==> src/rtl/wdt_pkg.sv <==
package wdt_pkg;
  localparam int DATA_W   = 32;
  localparam int RELOAD_W = 12;
  localparam int SEL_W    = 2;
  localparam int KEY_W    = 12;
  localparam int MODE_KEY_LSB = 12;
  localparam int CTRL_KEY_LSB = 14;
  localparam int RELOAD_LSB   = 2;

  localparam logic [3:0] OFS_MODE = 4'h0;
  localparam logic [3:0] OFS_CTRL = 4'h4;
  localparam logic [3:0] OFS_KICK = 4'h8;
  localparam logic [3:0] OFS_STAT = 4'hC;

  localparam logic [KEY_W-1:0]  MODE_KEY  = 12'hABC;
  localparam logic [KEY_W-1:0]  CTRL_KEY  = 12'h248;
  localparam logic [DATA_W-1:0] KICK_WORD = 32'h0000_1999;

  typedef struct packed {
    logic       run;
    logic       rst_en;
    logic       irq_en;
    logic [2:0] rst_len;
    logic [1:0] irq_len;
  } mode_t;

  typedef struct packed {
    logic [RELOAD_W-1:0] reload;
    logic [SEL_W-1:0]    sel;
  } ctrl_t;
endpackage

==> src/rtl/wdt_regs.sv <==
module wdt_regs
  import wdt_pkg::*;
#(
  parameter int ADDR_W = 4
) (
  input  logic              clk,
  input  logic              rst,
  input  logic              req_valid,
  input  logic              req_write,
  input  logic [ADDR_W-1:0] req_addr,
  input  logic [DATA_W-1:0] req_wdata,
  input  logic              timeout_i,
  output mode_t             mode_o,
  output ctrl_t             ctrl_o,
  output logic              reload_o,
  output logic [DATA_W-1:0] rdata_o
);
  logic wr, rd;
  logic hit_mode, hit_ctrl, hit_kick, hit_stat;
  logic mode_ok, ctrl_ok, kick_ok;
  mode_t mode_q;
  ctrl_t ctrl_q;
  logic [DATA_W-1:0] rd_mux, rdata_q;

  always_comb begin
    wr       = req_valid & req_write;
    rd       = req_valid & ~req_write;
    hit_mode = (req_addr == ADDR_W'(OFS_MODE));
    hit_ctrl = (req_addr == ADDR_W'(OFS_CTRL));
    hit_kick = (req_addr == ADDR_W'(OFS_KICK));
    hit_stat = (req_addr == ADDR_W'(OFS_STAT));
    mode_ok  = wr & hit_mode & (req_wdata[MODE_KEY_LSB +: KEY_W] == MODE_KEY);
    ctrl_ok  = wr & hit_ctrl & (req_wdata[CTRL_KEY_LSB +: KEY_W] == CTRL_KEY);
    kick_ok  = wr & hit_kick & (req_wdata == KICK_WORD);
  end

  // restart word, or enable set while it was clear
  assign reload_o = kick_ok | (mode_ok & req_wdata[0] & ~mode_q.run);

  always_ff @(posedge clk) begin
    if (rst) begin
      mode_q <= '0;
      ctrl_q <= '{reload: '1, sel: '0};
    end else begin
      if (mode_ok) begin
        mode_q <= '{run:     req_wdata[0],
                    rst_en:  req_wdata[1],
                    irq_en:  req_wdata[2],
                    rst_len: req_wdata[6:4],
                    irq_len: req_wdata[8:7]};
      end
      if (ctrl_ok) begin
        ctrl_q <= '{reload: req_wdata[RELOAD_LSB +: RELOAD_W],
                    sel:    req_wdata[SEL_W-1:0]};
      end
    end
  end

  always_comb begin
    rd_mux = '0;
    if (hit_mode) begin
      rd_mux = {23'b0, mode_q.irq_len, mode_q.rst_len, 1'b0,
                mode_q.irq_en, mode_q.rst_en, mode_q.run};
    end else if (hit_ctrl) begin
      rd_mux = {{(DATA_W-RELOAD_W-SEL_W){1'b0}}, ctrl_q.reload, ctrl_q.sel};
    end else if (hit_stat) begin
      rd_mux = {{(DATA_W-1){1'b0}}, timeout_i};
    end
  end

  always_ff @(posedge clk) begin
    if (rst)     rdata_q <= '0;
    else if (rd) rdata_q <= rd_mux;
  end

  assign mode_o  = mode_q;
  assign ctrl_o  = ctrl_q;
  assign rdata_o = rdata_q;


  mode_key_chk: assert property (@(posedge clk) disable iff (rst)
    (wr && hit_mode && req_wdata[MODE_KEY_LSB +: KEY_W] != MODE_KEY) |=> $stable(mode_q));


  ctrl_key_chk: assert property (@(posedge clk) disable iff (rst)
    (wr && hit_ctrl && req_wdata[CTRL_KEY_LSB +: KEY_W] != CTRL_KEY) |=> $stable(ctrl_q));
endmodule

==> src/rtl/wdt_prescaler.sv <==
module wdt_prescaler #(
  parameter int BASE_LOG2 = 3,
  parameter int STEP_LOG2 = 3,
  parameter int SEL_W     = 2
) (
  input  logic             clk,
  input  logic             rst,
  input  logic             run_i,
  input  logic             clr_i,
  input  logic [SEL_W-1:0] sel_i,
  output logic             tick_o
);
  localparam int CODES = 1 << SEL_W;
  localparam int PRE_W = BASE_LOG2 + STEP_LOG2 * (CODES - 1);

  logic [PRE_W-1:0] cnt_q;
  logic [PRE_W-1:0] limits [CODES];
  logic [PRE_W-1:0] limit;

  for (genvar g = 0; g < CODES; g++) begin : g_lim
    assign limits[g] = PRE_W'((64'd1 << (BASE_LOG2 + STEP_LOG2 * g)) - 64'd1);
  end

  assign limit  = limits[sel_i];
  assign tick_o = run_i & (cnt_q >= limit);

  always_ff @(posedge clk) begin
    if (rst || !run_i || clr_i || tick_o) cnt_q <= '0;
    else                                  cnt_q <= cnt_q + PRE_W'(1);
  end


  presc_frozen_chk: assert property (@(posedge clk) disable iff (rst)
    !run_i |=> (cnt_q == '0));
endmodule

==> src/rtl/wdt_countdown.sv <==
module wdt_countdown #(
  parameter int RELOAD_W = 12,
  parameter int FILL_W   = 12
) (
  input  logic                clk,
  input  logic                rst,
  input  logic                tick_i,
  input  logic                reload_i,
  input  logic [RELOAD_W-1:0] reload_val_i,
  output logic                expire_o,
  output logic                timeout_o
);
  localparam int CNT_W = RELOAD_W + FILL_W;

  logic [CNT_W-1:0] cnt_q;
  logic             timeout_q;

  assign expire_o = tick_i & ~reload_i & (cnt_q == CNT_W'(1));

  always_ff @(posedge clk) begin
    if (rst) begin
      cnt_q     <= '1;
      timeout_q <= 1'b0;
    end else begin
      if (reload_i)                   cnt_q <= {reload_val_i, {FILL_W{1'b1}}};
      else if (tick_i && cnt_q != '0) cnt_q <= cnt_q - CNT_W'(1);
      if (reload_i)      timeout_q <= 1'b0;
      else if (expire_o) timeout_q <= 1'b1;
    end
  end

  assign timeout_o = timeout_q;


  timeout_zero_chk: assert property (@(posedge clk) disable iff (rst)
    timeout_q |-> (cnt_q == '0));


  no_count_up_chk: assert property (@(posedge clk) disable iff (rst)
    !reload_i |=> (cnt_q <= $past(cnt_q)));
endmodule

==> src/rtl/wdt_pulse.sv <==
module wdt_pulse #(
  parameter int LEN_W = 8
) (
  input  logic             clk,
  input  logic             rst,
  input  logic             trig_i,
  input  logic             step_i,
  input  logic [LEN_W-1:0] len_m1_i,
  output logic             pulse_o
);
  logic             pulse_q;
  logic [LEN_W-1:0] left_q;

  always_ff @(posedge clk) begin
    if (rst) begin
      pulse_q <= 1'b0;
      left_q  <= '0;
    end else if (trig_i) begin
      pulse_q <= 1'b1;
      left_q  <= len_m1_i;
    end else if (pulse_q && step_i) begin
      if (left_q == '0) pulse_q <= 1'b0;
      else              left_q  <= left_q - LEN_W'(1);
    end
  end

  assign pulse_o = pulse_q;


  pulse_start_chk: assert property (@(posedge clk) disable iff (rst)
    $rose(pulse_q) |-> $past(trig_i));
endmodule

==> src/rtl/wdt_keyed_top.sv <==
module wdt_keyed_top
  import wdt_pkg::*;
#(
  parameter int ADDR_W    = 4,
  parameter int FILL_W    = 12,
  parameter int BASE_LOG2 = 3,
  parameter int STEP_LOG2 = 3
) (
  input  logic              clk,
  input  logic              rst,
  input  logic              bus_valid,
  input  logic              bus_write,
  input  logic [ADDR_W-1:0] bus_addr,
  input  logic [31:0]       bus_wdata,
  output logic [31:0]       bus_rdata,
  output logic              wdt_rst_o,
  output logic              wdt_irq_o
);
  localparam int PULSE_W = 8;

  mode_t mode;
  ctrl_t ctrl;
  logic  reload, tick, expire, timeout;
  logic [PULSE_W-1:0] rst_len_m1, irq_len_m1;

  wdt_regs #(.ADDR_W(ADDR_W)) u_regs (
    .clk(clk), .rst(rst),
    .req_valid(bus_valid), .req_write(bus_write),
    .req_addr(bus_addr), .req_wdata(bus_wdata),
    .timeout_i(timeout),
    .mode_o(mode), .ctrl_o(ctrl),
    .reload_o(reload), .rdata_o(bus_rdata)
  );

  wdt_prescaler #(.BASE_LOG2(BASE_LOG2), .STEP_LOG2(STEP_LOG2), .SEL_W(SEL_W)) u_presc (
    .clk(clk), .rst(rst),
    .run_i(mode.run), .clr_i(reload), .sel_i(ctrl.sel),
    .tick_o(tick)
  );

  wdt_countdown #(.RELOAD_W(RELOAD_W), .FILL_W(FILL_W)) u_count (
    .clk(clk), .rst(rst),
    .tick_i(tick), .reload_i(reload), .reload_val_i(ctrl.reload),
    .expire_o(expire), .timeout_o(timeout)
  );

  // reset pulse: 2^(code+1) ticks; interrupt pulse: 4 << code clocks
  assign rst_len_m1 = PULSE_W'((9'd2 << mode.rst_len) - 9'd1);
  assign irq_len_m1 = PULSE_W'((8'd4 << mode.irq_len) - 8'd1);

  wdt_pulse #(.LEN_W(PULSE_W)) u_rst_pulse (
    .clk(clk), .rst(rst),
    .trig_i(expire & mode.rst_en), .step_i(tick),
    .len_m1_i(rst_len_m1), .pulse_o(wdt_rst_o)
  );

  wdt_pulse #(.LEN_W(PULSE_W)) u_irq_pulse (
    .clk(clk), .rst(rst),
    .trig_i(expire & mode.irq_en), .step_i(1'b1),
    .len_m1_i(irq_len_m1), .pulse_o(wdt_irq_o)
  );
endmodule

==> config.mk <==
export PLATFORM = sky130hd
export DESIGN_NAME = wdt_keyed_top
export DESIGN_NICKNAME = d
export VERILOG_FILES = /design/src/rtl/wdt_pkg.sv /design/src/rtl/wdt_regs.sv /design/src/rtl/wdt_prescaler.sv /design/src/rtl/wdt_countdown.sv /design/src/rtl/wdt_pulse.sv /design/src/rtl/wdt_keyed_top.sv
export SDC_FILE = /design/constraint.sdc
export NUM_CORES = 1
export LEC_CHECK = 0
export ABC_AREA = 1
export CORE_UTILIZATION = 46
export DETAILED_ROUTE_END_ITERATION = 8
export PLACE_DENSITY = 0.71
export SYNTH_ARGS = -nofsm -noshare
export SYNTH_HDL_FRONTEND = slang
export SYNTH_HIERARCHICAL = 1
export SYNTH_SLANG_ARGS = --single-unit
==> constraint.sdc <==
create_clock -name clk -period 2.7 [get_ports clk]
set_input_delay 0.54 -clock clk [delete_from_list [all_inputs] [get_ports clk]]
set_output_delay 0.54 -clock clk [all_outputs]
set_load 0.02 [all_outputs]
==> results of run 1 <==
## registers in the layout, summed over array words and instances (netlist names)
| name | count |
|---|---|
| u_rst_pulse/left_q | 8 |
| u_count/cnt_q | 24 |
| u_rst_pulse/pulse_o | 1 |
| u_irq_pulse/left_q | 8 |
| u_regs/mode_o | 8 |
| u_regs/ctrl_o | 14 |
| u_presc/cnt_q | 12 |
| u_irq_pulse/pulse_o | 1 |
| u_count/timeout_o | 1 |
| u_regs/rdata_o | 14 |
## path summary, 6_finish.rpt
| path | slack, ns | from | endpoint |
|---|---|---|---|
| max | 0.31 | u_regs/ctrl_o[1] | u_rst_pulse/left_q[2] |
| min | 0.46 | u_presc/cnt_q[0] | u_presc/cnt_q[0] |
| max reg2reg | 0.31 | u_regs/ctrl_o[1] | u_rst_pulse/left_q[2] |
| min reg2reg | 0.46 | u_presc/cnt_q[0] | u_presc/cnt_q[0] |
## layout make-up
class / instances / area [µm²] / area share
timing repair buffer: 80 / 751 / 0.109
multi-input combinational: 665 / 3410 / 0.494
tap: 168 / 210 / 0.0305
clock inverter: 7 / 67.6 / 0.00979
inverter: 109 / 414 / 0.0600
sequential: 91 / 1830 / 0.265
clock buffer: 9 / 225 / 0.0326
## cells by family after synthesis
| kind of cell | count (synthesis) | synth area share |
|---|---|---|
| AND/OR/NAND/NOR | 522 | 0.413 |
| buffers and inverters | 151 | 0.122 |
| flip-flops | 91 | 0.312 |
| AO/OA/AOI/OAI | 76 | 0.0773 |
| XOR/XNOR | 25 | 0.0376 |
| adder cells (fa/ha/maj) | 17 | 0.0365 |
| other | 3 | 0.00193 |
## power breakdown
| group | switching [mW] | internal (mW) | total (mW) |
|---|---|---|---|
| registers | 0.00671 | 1.35 | 1.36 |
| clock network | 0.597 | 0.650 | 1.25 |
| logic | 0.127 | 0.105 | 0.233 |
## metrics by stage
step	area [µm²]	util
global route	6900	0.567
detailed placement	6570	0.541
global placement	6570	0.541
CTS	6870	0.565
floorplan	5910	-
finish	6900	0.567
## Yosys cell counts, types with 13 or more instances
| cell | n |
|---|---|
| a21oi_1 | 34 |
| nand4_1 | 18 |
| ha_1 | 17 |
| dfxtp_1 | 91 |
| nand2_1 | 211 |
| nand3_1 | 115 |
| xor2_1 | 13 |
| inv_1 | 98 |
| nor2_1 | 117 |
| buf_4 | 21 |
| o21ai_0 | 23 |
| nor2_2 | 15 |
## critical path, cell delays in order (launching register included)
cell	delay, ns
dfxtp_2	0.36
inv_1	0.09
ha_1	0.31
nand2_1	0.07
nor2_1	0.13
nand3_2	0.09
nand2_1	0.07
inv_1	0.05
a21oi_2	0.19
nand4_1	0.11
nor2_1	0.10
nand3_1	0.08
inv_2	0.08
nand2_1	0.06
inv_2	0.09
buf_4	0.14
nand2_1	0.05
o21ai_0	0.06
nand2_1	0.08
a21oi_2	0.12
## layer usage
layer / vias to the layer above / global-route usage / wire length, µm
met5: - / 0 / 0
met1: 2372 / 0.293 / 6460
met3: 16 / 0.0429 / 621
met2: 130 / 0.340 / 5760
met4: 0 / 0.0667 / 203
li1: 2931 / - / -
## what timing repair did
action	CTS	global route
setup endpoints to repair	0	16
resized for setup	0	14
hold endpoints to repair	0	0
==> out/metrics.csv, run 1 <==
stage,metric,value,unit
sta,fin crit share,0.887,
sta,final setup TNS,0,ns
global_routing,largest net degree at the start of global routing,33,
power_and_ir_drop,Pwr Total,2.84,mW
power_and_ir_drop,Cell Pwr Density,411,nW/µm²
floorplan,die height,115,µm
sta,Final Setup Violations,0,
synth,Post-synth top flop,dfxtp_1,
clock_network,CTS tree,built,
place,dpl cells,1113,
setup_path,arrival time at the worst endpoint,2.68,ns
power_and_ir_drop,P_leak,3.08,nW
synth,Post-synth EDFFs,0,
global_routing,total track usage,0.214,
floorplan,die area,13100,µm²
sta,slew at the pin closest to its max-slew limit,0.874,ns
place,DP HPWL,9.94,mm
detailed_routing,wire length per cell,11.6,µm
synth,Post-synth ARST share,0,
synth,Synth Area per Inst,6.59,µm²
global_routing,initial antenna violation count,0,
setup_path,"Max FO, Critical Path",5,
sta,final worst slack,0.305,ns
final_layout,nets,1013,
floorplan,IO Pins,74,
final_layout,"non-filler cells, final",1129,
synth,"Distinct cells, synth",36,
synth,Post-Syn Instances,885,
final_layout,"most common cell after layout, fill and taps aside",nand2_1,
detailed_routing,ANT nets after route,0,
synth,sequential area share after synthesis,0.312,
synth,cell taking the most area after synthesis,dfxtp_1,
global_routing,GRT overflow,0,
power_and_ir_drop,Worst VDD drop,0.231,mV
final_layout,P&R area growth vs syn,18.3,%
floorplan,row count,40,
sta,skew final,0.00827,ns
job,total of max-cap violations,0,
floorplan,Initial Util,0.479,
detailed_routing,routed via count,5449,
detailed_routing,DR vias/cell,4.83,
setup_path,worst r2r path cells,19,
detailed_routing,final WL,13.1,mm
sta,hold_ws,0.455,ns
sta,RSZ-0062 raised after global routing,no,
clock_network,TritonCTS Buffers,9,
final_layout,layout cells sized above 1,0.120,
setup_path,crit path kind,register to register,
clock_network,CTS Sinks,91,
synth,Syn. warnings,6,
clock_network,Clock Tree Root,clkbuf_16,
run_status,run status,finished clean,
setup_path,CP Data Required Time,2.99,ns
clock_network,postcts setup bufs,0,
place,routability cong.,0.908,
detailed_routing,first drt pass iteration count,5,
final_layout,diode count,0,
final_layout,# fillers,1187,
floorplan,Die X,115,µm
setup_path,crit start category,register,
sta,Period minus WS final,2.39,ns
clock_network,Clock Latency Late Sink,0.35,ns
clock_network,clock buffer depth,2,
global_routing,vias in the first global route,4900,
detailed_routing,1st-iter DRT viols,359,
worst_hold_path,hold path depth,1,
clock_network,Clock Pin Slew Worst Setup and Hold Paths,0.07,ns
sta,Final Hold Fails,0,
clock_network,H-tree levels,3,
clock_network,# hold bufs at CTS,0,
synth,ranking of synthesized cells by area,"dfxtp_1, nand2_1, nand3_1, nor2_1, inv_1",
worst_hold_path,worst hold-check path type,register to register,
place,Port Buffer Count,55,
global_routing,first-pass GRT wire length,22.6,mm
synth,Yosys reg bits,91,
setup_path,CP endpoint kind,register,
place,dpl ws,-0.0298,ns
sta,"Slew Viols, Final",0,
sta,Max Fclk,418,MHz
synth,mapped cell area,5830,µm²
floorplan,Core ar.,12200,µm²
sta,relative slew slack,0.415,
final_layout,most frequent cells in the layout,"nand2_1, nor2_1, nand3_1",
detailed_routing,DRC errors left,0,
synth,top cell type's share of synthesized area,0.312,
Power figures use the tool's default switching activity.
==> run 2, diff against run 1 <==
CORE_UTILIZATION = 51   (was 46)
PLACE_DENSITY = 0.77   (was 0.71)
==> run 2 against run 1 <==
Die area down 9.6%. Non-clock buffer count is 9 higher. Combinational power grew 3%. Largest cell class unchanged. Sequential power is essentially flat. Cell count down 1.7%. Wire length up 0.50%. Critical endpoint is now u_irq_pulse/left_q[4]. Global-route usage increased by 2.4 points. Setup slack got worse by 0.054 ns.
==> out/metrics.csv, run 2 (same netlist as run 1, synthesis figures left out) <==
stage,metric,value,unit
detailed_routing,ANT nets after route,0,
sta,skew final,0.0107,ns
floorplan,die height,109,µm
worst_hold_path,worst hold-check path type,register to register,
power_and_ir_drop,P_leak,3.12,nW
clock_network,# hold bufs at CTS,0,
detailed_routing,routed via count,5542,
sta,fin crit share,0.907,
final_layout,"non-filler cells, final",1110,
clock_network,CTS tree,built,
run_status,run status,finished clean,
clock_network,H-tree levels,3,
sta,slew at the pin closest to its max-slew limit,0.904,ns
power_and_ir_drop,combinational fraction of design power,0.084,
final_layout,layout cells sized above 1,0.127,
final_layout,"most common cell after layout, fill and taps aside",nand2_1,
sta,Final Hold Fails,0,
final_layout,diode count,0,
setup_path,top cell family by delay on the critical path,simple AND/OR/NAND/NOR gates,
final_layout,P&R area growth vs syn,18.5,%
clock_network,Clock Tree Root,clkbuf_16,
setup_path,crit start category,register,
power_and_ir_drop,Switching Power,735,µW
floorplan,Die X,109,µm
sta,Max Fclk,408,MHz
detailed_routing,1st-iter DRT viols,276,
clock_network,Clock Pin Slew Worst Setup and Hold Paths,0.07,ns
clock_network,TritonCTS Buffers,9,
setup_path,arrival time at the worst endpoint,2.69,ns
setup_path,crit path kind,register to register,
global_routing,vias in the first global route,5045,
setup_path,"Max FO, Critical Path",11,
power_and_ir_drop,Flop pwr share,0.477,
clock_network,clock buffer depth,2,
sta,hold_ws,0.453,ns
global_routing,first-pass GRT wire length,22.4,mm
floorplan,Initial Util,0.531,
final_layout,# fillers,1014,
sta,relative slew slack,0.395,
power_and_ir_drop,Net Sw Frac,0.258,
power_and_ir_drop,Worst VDD drop,0.368,mV
floorplan,row count,38,
job,total of max-cap violations,0,
setup_path,Crit path depth,17,
place,Port Buffer Count,55,
final_layout,most frequent cells in the layout,"nand2_1, nor2_1, nand3_1",
place,routability cong.,0.878,
floorplan,IO Pins,74,
power_and_ir_drop,clock power share,0.439,
setup_path,critical path's slowest cell,dfxtp_2,
power_and_ir_drop,P_int,2.11,mW
place,DP HPWL,9.93,mm
floorplan,Core ar.,11000,µm²
sta,"Slew Viols, Final",0,
sta,Period minus WS final,2.45,ns
global_routing,total track usage,0.239,
setup_path,CP endpoint kind,register,
setup_path,critical-path cell list,nand2_2 -> ha_1 -> nand2_1 -> nor2_2 -> nand3_1 -> nand2_1 -> inv_1 -> a21oi_2 -> nand4_1 -> nor2_1 -> nand3_1 -> inv_2 -> nand2_1 -> inv_2 -> inv_4 -> o21ai_0 -> nor3_2,
clock_network,Clock Latency Late Sink,0.36,ns
floorplan,die area,11900,µm²
global_routing,initial antenna violation count,0,
setup_path,worst stage delay on the critical path,0.37,ns
setup_path,worst r2r path cells,17,
final_layout,Largest register FFs,24,
detailed_routing,wire length per cell,11.8,µm
place,dpl cells,1093,
detailed_routing,final WL,13.1,mm
setup_path,cell mode on critical path,nand2_1,
worst_hold_path,hold path depth,1,
clock_network,CTS Sinks,91,
global_routing,largest net degree at the start of global routing,33,
detailed_routing,DR vias/cell,4.99,
power_and_ir_drop,Cell Pwr Density,412,nW/µm²
sta,Final Setup Violations,0,
detailed_routing,first drt pass iteration count,5,
global_routing,GRT overflow,0,
detailed_routing,DRC errors left,0,
final_layout,Largest Register,u_count/cnt_q,
setup_path,Worst Path Buf+Inv,4,
final_layout,nets,1022,
setup_path,CP Data Required Time,2.94,ns
==> run 2: power by group through the flow <==
stage	Combinational [mW]	Clock [mW]	Sequential, mW
2_1_floorplan	0.113	0	1.40
3_3_place_gp	0.236	0	1.39
3_5_place_dp	0.238	0	1.39
4_1_cts	0.239	1.28	1.36
5_1_grt	0.262	1.33	1.36
6_report	0.239	1.25	1.36
==> run 2: path summary, 6_finish.rpt <==
kind	from	endpoint	slack, ns
max	u_regs/ctrl_o[1]	u_irq_pulse/left_q[4]	0.25
min	u_presc/cnt_q[0]	u_presc/cnt_q[0]	0.45
max reg2reg	u_regs/ctrl_o[1]	u_irq_pulse/left_q[4]	0.25
min reg2reg	u_presc/cnt_q[0]	u_presc/cnt_q[0]	0.45
==> run 2: routing by layer <==
layer / routed length [µm] / share of wire / track usage
met5: 0 / 0 / 0
met4: 231 / 0.018 / 0.0917
met3: 682 / 0.052 / 0.0574
met2: 5800 / 0.44 / 0.377
met1: 6400 / 0.49 / 0.313
==> run 2: what timing repair did <==
action / in CTS / in global routing
gates resized for setup: 1 / 11
setup buffers: 0 / 1
endpoints found under the setup margin: 2 / 15
pin swaps: 0 / 2
==> run 2: layout make-up <==
type	count	area [µm²]	area share
well taps	140	175	0.0253
clock inverters	7	65.1	0.00942
flip-flops and latches	91	1820	0.264
clock buffers	9	225	0.0326
multi-input cells	665	3400	0.492
repair buffers	89	806	0.117
inverters	109	414	0.0599
==> run 2: stage by stage <==
step	utilization	TNS, ns	setup slack (ns)	power, mW	area (µm²)
finish	0.629	0	0.252	2.85	6910
floorplan	-	0	0.152	1.52	5910
detailed placement	0.600	-0.358	-0.0691	1.63	6590
global route	0.629	-0.0413	-0.0234	2.96	6910
CTS	0.626	0	0.0340	2.88	6880
global placement	0.600	0	0.0113	1.63	6590
